<file path="config.mk">
export PLATFORM = sky130hd
export DESIGN_NAME = alu8_core
export DESIGN_NICKNAME = d
export VERILOG_FILES = /design/src/rtl/alu8_pkg.sv /design/src/rtl/alu8_addsub.sv /design/src/rtl/alu8_logic.sv /design/src/rtl/alu8_core.sv
export SDC_FILE = /design/constraint.sdc
export NUM_CORES = 1
export LEC_CHECK = 0
export BUFFER_PORTS_ARGS = -buffer_cell sky130_fd_sc_hd__clkbuf_2
export CELL_PAD_IN_SITES_DETAIL_PLACEMENT = 0
export CELL_PAD_IN_SITES_GLOBAL_PLACEMENT = 1
export CORE_ASPECT_RATIO = 1.75
export CORE_MARGIN = 3
export CORE_UTILIZATION = 40
export DETAILED_ROUTE_END_ITERATION = 12
export PLACE_DENSITY = 0.84
export SYNTH_ARGS = -nofsm -noshare
export SYNTH_HDL_FRONTEND = slang
export SYNTH_SLANG_ARGS = --single-unit
</file>
<file path="constraint.sdc">
create_clock -name vclk -period 12.03
set_clock_uncertainty 0.2 [all_clocks]
set_input_delay 2.406 -clock vclk [all_inputs]
set_output_delay 2.406 -clock vclk [all_outputs]
set_load 0.01 [all_outputs]
</file>
<file path="src/rtl/alu8_pkg.sv">
package alu8_pkg;
  typedef enum logic [3:0] {
    OP_ADD  = 4'd0,
    OP_ADC  = 4'd1,
    OP_SUB  = 4'd2,
    OP_SBC  = 4'd3,
    OP_CMP  = 4'd4,
    OP_NEG  = 4'd5,
    OP_AND  = 4'd6,
    OP_OR   = 4'd7,
    OP_XOR  = 4'd8,
    OP_INC  = 4'd9,
    OP_DEC  = 4'd10,
    OP_CPL  = 4'd11,
    OP_SCF  = 4'd12,
    OP_CCF  = 4'd13,
    OP_RSV0 = 4'd14,
    OP_RSV1 = 4'd15
  } alu_op_e;

  typedef enum logic [1:0] {
    LG_AND = 2'd0,
    LG_OR  = 2'd1,
    LG_XOR = 2'd2
  } logic_sel_e;

  localparam int FL_C  = 0;
  localparam int FL_N  = 1;
  localparam int FL_PV = 2;
  localparam int FL_H  = 4;
  localparam int FL_Z  = 6;
  localparam int FL_S  = 7;
endpackage

</file>
<file path="src/rtl/alu8_addsub.sv">
module alu8_addsub #(
  parameter int W  = 8,
  parameter int HB = 4
) (
  input  logic [W-1:0] a_i,
  input  logic [W-1:0] b_i,
  input  logic         cin_i,
  input  logic         sub_i,
  output logic [W-1:0] res_o,
  output logic         carry_o,
  output logic         half_o,
  output logic         ovf_o
);
  localparam int MSB = W - 1;

  logic [HB:0] lo_sum;
  logic [W:0]  full_sum;

  always_comb begin
    if (sub_i) begin
      lo_sum   = {1'b0, a_i[HB-1:0]} - {1'b0, b_i[HB-1:0]} - {{HB{1'b0}}, cin_i};
      full_sum = {1'b0, a_i} - {1'b0, b_i} - {{W{1'b0}}, cin_i};
    end else begin
      lo_sum   = {1'b0, a_i[HB-1:0]} + {1'b0, b_i[HB-1:0]} + {{HB{1'b0}}, cin_i};
      full_sum = {1'b0, a_i} + {1'b0, b_i} + {{W{1'b0}}, cin_i};
    end
  end

  assign res_o   = full_sum[W-1:0];
  assign carry_o = full_sum[W];
  assign half_o  = lo_sum[HB];

  always_comb begin
    if (sub_i) ovf_o = (a_i[MSB] != b_i[MSB]) && (res_o[MSB] != a_i[MSB]);
    else       ovf_o = (a_i[MSB] == b_i[MSB]) && (res_o[MSB] != a_i[MSB]);
  end
endmodule

</file>
<file path="src/rtl/alu8_logic.sv">
module alu8_logic
  import alu8_pkg::*;
#(
  parameter int W = 8
) (
  input  logic [W-1:0] a_i,
  input  logic [W-1:0] b_i,
  input  logic_sel_e   sel_i,
  output logic [W-1:0] res_o,
  output logic         par_even_o
);
  always_comb begin
    case (sel_i)
      LG_OR:   res_o = a_i | b_i;
      LG_XOR:  res_o = a_i ^ b_i;
      default: res_o = a_i & b_i;
    endcase
  end

  assign par_even_o = ~(^res_o);
endmodule

</file>
<file path="src/rtl/alu8_core.sv">
module alu8_core
  import alu8_pkg::*;
#(
  parameter int W  = 8,
  parameter int HB = 4
) (
  input  logic [3:0]   op_i,
  input  logic [W-1:0] acc_i,
  input  logic [W-1:0] opd_i,
  input  logic [7:0]   flags_i,
  output logic [W-1:0] result_o,
  output logic [7:0]   flags_o
);
  localparam int MSB = W - 1;
  localparam logic [W-1:0] ONE = {{(W-1){1'b0}}, 1'b1};

  alu_op_e op;
  assign op = alu_op_e'(op_i);

  // operand steering for the shared adder
  logic [W-1:0] as_a, as_b, as_res;
  logic         as_cin, as_sub, as_c, as_h, as_v;
  logic_sel_e   lg_sel;
  logic [W-1:0] lg_res;
  logic         lg_par;

  always_comb begin
    as_a   = acc_i;
    as_b   = opd_i;
    as_cin = 1'b0;
    as_sub = 1'b0;
    case (op)
      OP_ADC: as_cin = flags_i[FL_C];
      OP_SUB, OP_CMP: as_sub = 1'b1;
      OP_SBC: begin
        as_sub = 1'b1;
        as_cin = flags_i[FL_C];
      end
      OP_NEG: begin
        as_a   = '0;
        as_b   = acc_i;
        as_sub = 1'b1;
      end
      OP_INC: as_b = ONE;
      OP_DEC: begin
        as_b   = ONE;
        as_sub = 1'b1;
      end
      default: ;
    endcase
  end

  always_comb begin
    case (op)
      OP_OR:   lg_sel = LG_OR;
      OP_XOR:  lg_sel = LG_XOR;
      default: lg_sel = LG_AND;
    endcase
  end

  alu8_addsub #(.W(W), .HB(HB)) addsub_i (
    .a_i(as_a), .b_i(as_b), .cin_i(as_cin), .sub_i(as_sub),
    .res_o(as_res), .carry_o(as_c), .half_o(as_h), .ovf_o(as_v)
  );

  alu8_logic #(.W(W)) logic_i (
    .a_i(acc_i), .b_i(opd_i), .sel_i(lg_sel),
    .res_o(lg_res), .par_even_o(lg_par)
  );

  // result and flag merge
  always_comb begin
    result_o = acc_i;
    flags_o  = flags_i;
    case (op)
      OP_ADD, OP_ADC, OP_SUB, OP_SBC, OP_CMP, OP_NEG, OP_INC, OP_DEC: begin
        if (op != OP_CMP) result_o = as_res;
        flags_o[FL_S]  = as_res[MSB];
        flags_o[FL_Z]  = (as_res == '0);
        flags_o[FL_H]  = as_h;
        flags_o[FL_PV] = as_v;
        flags_o[FL_N]  = as_sub;
        if (op != OP_INC && op != OP_DEC) flags_o[FL_C] = as_c;
      end
      OP_AND, OP_OR, OP_XOR: begin
        result_o       = lg_res;
        flags_o[FL_S]  = lg_res[MSB];
        flags_o[FL_Z]  = (lg_res == '0);
        flags_o[FL_H]  = (op == OP_AND);
        flags_o[FL_PV] = lg_par;
        flags_o[FL_N]  = 1'b0;
        flags_o[FL_C]  = 1'b0;
      end
      OP_CPL: begin
        result_o      = ~acc_i;
        flags_o[FL_H] = 1'b1;
        flags_o[FL_N] = 1'b1;
      end
      OP_SCF: begin
        flags_o[FL_C] = 1'b1;
        flags_o[FL_H] = 1'b0;
        flags_o[FL_N] = 1'b0;
      end
      OP_CCF: begin
        flags_o[FL_C] = ~flags_i[FL_C];
        flags_o[FL_N] = 1'b0;
      end
      default: ;
    endcase
  end

  // embedded checks
  always_comb begin

    spare_bits_pass_chk: assert (flags_o[5] == flags_i[5] && flags_o[3] == flags_i[3]);
    if (op == OP_CMP) begin

      cmp_no_writeback_chk: assert (result_o == acc_i && flags_o[FL_N]);
    end
    if (op == OP_NEG) begin

      neg_flags_chk: assert (flags_o[FL_PV] == (acc_i == {1'b1, {(W-1){1'b0}}}) &&
                             flags_o[FL_C] == (acc_i != '0));
    end
    if (op == OP_AND || op == OP_OR || op == OP_XOR) begin

      logic_clears_cn_chk: assert (!flags_o[FL_C] && !flags_o[FL_N]);
    end
    if (op == OP_INC || op == OP_DEC) begin

      step_keeps_carry_chk: assert (flags_o[FL_C] == flags_i[FL_C]);
    end
    if (op == OP_CPL) begin

      cpl_inverts_chk: assert ((result_o ^ acc_i) == '1 && flags_o[FL_H] && flags_o[FL_N]);
    end
    if (op == OP_RSV0 || op == OP_RSV1) begin

      reserved_passthru_chk: assert (result_o == acc_i && flags_o == flags_i);
    end
  end
endmodule

</file>
==> reports/results.txt <==
sequential power share - 0%
I/O Buffers - 40
Hold WC Path Type - input pin to primary output
Synth Area in Compound Gates - 32.40%
delay-heaviest family, CP - compound AO/OA/AOI/OAI gates
initial core utilization - 41.46%
most instantiated library cell after synthesis - inv_1
Seq cells - 0
synthesized area per cell - 6.618 um^2
post-synthesis adder-cell area fraction - 26.99%
synthesized area - 2197 um^2
WP buf/inv - 5
number of top-level pins - 44
Placement Rows - 35
total die area - 6453 um^2
Final Setup Violations - 0
drt first-iter violations - 129
number of global-route vias before repair - 2379
min Tclk post-route - 8.952 ns
sw power - 0.08820 mW
leading area contributor after synthesis - ha_1
CP Cell Sequence - clkbuf_2, inv_1, nand2_1, a21oi_1, a31oi_1, inv_2, o22ai_1, inv_1, fa_1, fa_1, a21oi_1, o21bai_1, a31oi_1, xnor2_1, a21oi_1, o21ai_0, a31oi_1, clkbuf_2
synthesized net count - 405
Int Power - 0.06071 mW
Max-slew headroom - 37.35%
hold path startpoint - flags_i[3]
# diodes - 0
hold_buf cts - 0
routed len/inst - 16.55 um
Warnings, synthesis - 0
top cell type's share of synthesized area - 23.35%
WL final - 7117 um
fin nets - 431
post-CTS setup buffer count - 0
Max Cap Viol - 0
post-synthesis cell count - 332
Lkg Pwr - 1.199 nW
DRC - 0
Post-Route Utilization - 45.64%
router iterations before antenna repair - 4
PwrDens - 61.57 nW/um^2
Synth area leaders - ha_1 (23%), inv_1 (7.5%), a21oi_1 (6.6%)
max incr delay on CP - 0.48 ns
setup TNS - 0 ns
vias - 2475
DIE HEIGHT - 104.0 um
worst hold path endpoint - flags_o[3]
Critical-path top delay cell - fa_1
core area - 5299 um^2
Worst-Margin Slew - 0.9215 ns
Worst Path Max Fanout - 21
hold depth - 0
Vias/cell - 5.756
largest family of logic cells by synthesized area - compound AO/OA/AOI/OAI gates
WP data required - 9.42 ns
xor and xnor area share after synthesis - 5.979%
post-synthesis sequential area ratio - 0%
clk_buf instances - 0
startpoint types - input pin
Post-DP HPWL - 5973 um
WP data arrival - 6.35 ns
crit share post-route - 74.41%
Worst Setup SP - op_i[2]
post-CTS sizing - 0
Post-Synth Simple-Gate Area - 20.67%
Comb pwr share - 100.0%
total track usage - 22.28%
CP Class - input pin to primary output
pre-CTS setup slack - 3.110 ns
area delta synth->final - 10.08%
global-route wire length before repair - 11270 um
Max Freq - 111.7 MHz
post-synthesis mux area share - 3.018%
min setup slack post-route - 3.078 ns
top cells by count, synth - inv_1 (44), ha_1 (41), nand2_1 (36)
outcome - finished clean
largest net degree at the start of global routing - 25
Fin. Hold Viols - 0
RSZ-0062 raised after global routing - no
Die W - 62.03 um
antenna violations before repair - 0
Clk pwr share - 0%
GPL Wtd Cong - 0.9412
Worst setup EP type - primary output
register area - 0 um^2
number of nets with antenna violations after routing - 0
layout cells sized above 1 - 14.61%
final slew viol count - 0
VDD IR max - 0.00002464 V
Netlist cell types - 49
GRT Residual Overflow - 0
Sw Ratio - 59.23%
stage by stage:
step	cell area [um^2]	hold slack (ns)	std cells	total power, mW
4_1_cts	2419	4.612	430	0.1490
3_5_place_dp	2419	4.612	430	0.1481
3_3_place_gp	2419	4.612	430	0.1481
5_1_grt	2419	4.612	430	0.1648
2_1_floorplan	2197	4.704	332	0.1070
6_report	2419	4.612	430	0.1489
cell families after synthesis:
logic type / after synthesis
AOI/OAI and AO/OA: 109
and+or+nand+nor: 96
buffers and inverters: 61
adders and majority gates: 45
xor gates and xnor gates: 15
muxes: 6
cells in the final DEF (no fill, tap or decap), drive strengths merged, types with 5 or more instances in the layout:
master  count
a21o        5
inv        45
xnor2      11
o22ai      18
clkbuf     40
a31oi       5
nand2      36
a21oi      29
nand3       6
ha         41
nand2b      8
o21ai      24
a22oi       5
nor2       31
how the worst max path moves through the flow:
stage / to / slack [ns] / cells past startpoint
final: result_o[6] / 3.08 / 18
after global routing: flags_o[6] / 2.79 / 16
after CTS: result_o[6] / 3.10 / 18
after detailed placement: result_o[6] / 3.11 / 18
after global placement: result_o[6] / 3.22 / 18
after floorplan: flags_o[6] / 3.93 / 16
power groups by stage:
stage          clock [mW]  combinational, mW  sequential, mW
3_3_place_gp            0              0.148               0
3_5_place_dp            0              0.148               0
5_1_grt                 0              0.165               0
4_1_cts                 0              0.149               0
6_report                0              0.149               0
2_1_floorplan           0              0.107               0
metal layers:
| metal | track usage, % | share of wire [%] | vias up | routed length, um |
|---|---|---|---|---|
| li1 | - | - | 1215 | - |
| met1 | 25.66 | 38 | 1161 | 2719 |
| met2 | 39.54 | 53 | 77 | 3749 |
| met3 | 0.4969 | 3.3 | 22 | 236 |
| met4 | 10.32 | 5.8 | 0 | 412 |
| met5 | 0 | 0 | - | 0 |
layout make-up:
type | instances | area (um^2)
fill | 580 | 2880
multi-input combinational | 271 | 1957
timing repair buffer | 40 | 200.2
inverter | 45 | 168.9
tap | 74 | 92.59
Note: power is estimated with default switching activity, not from simulation.
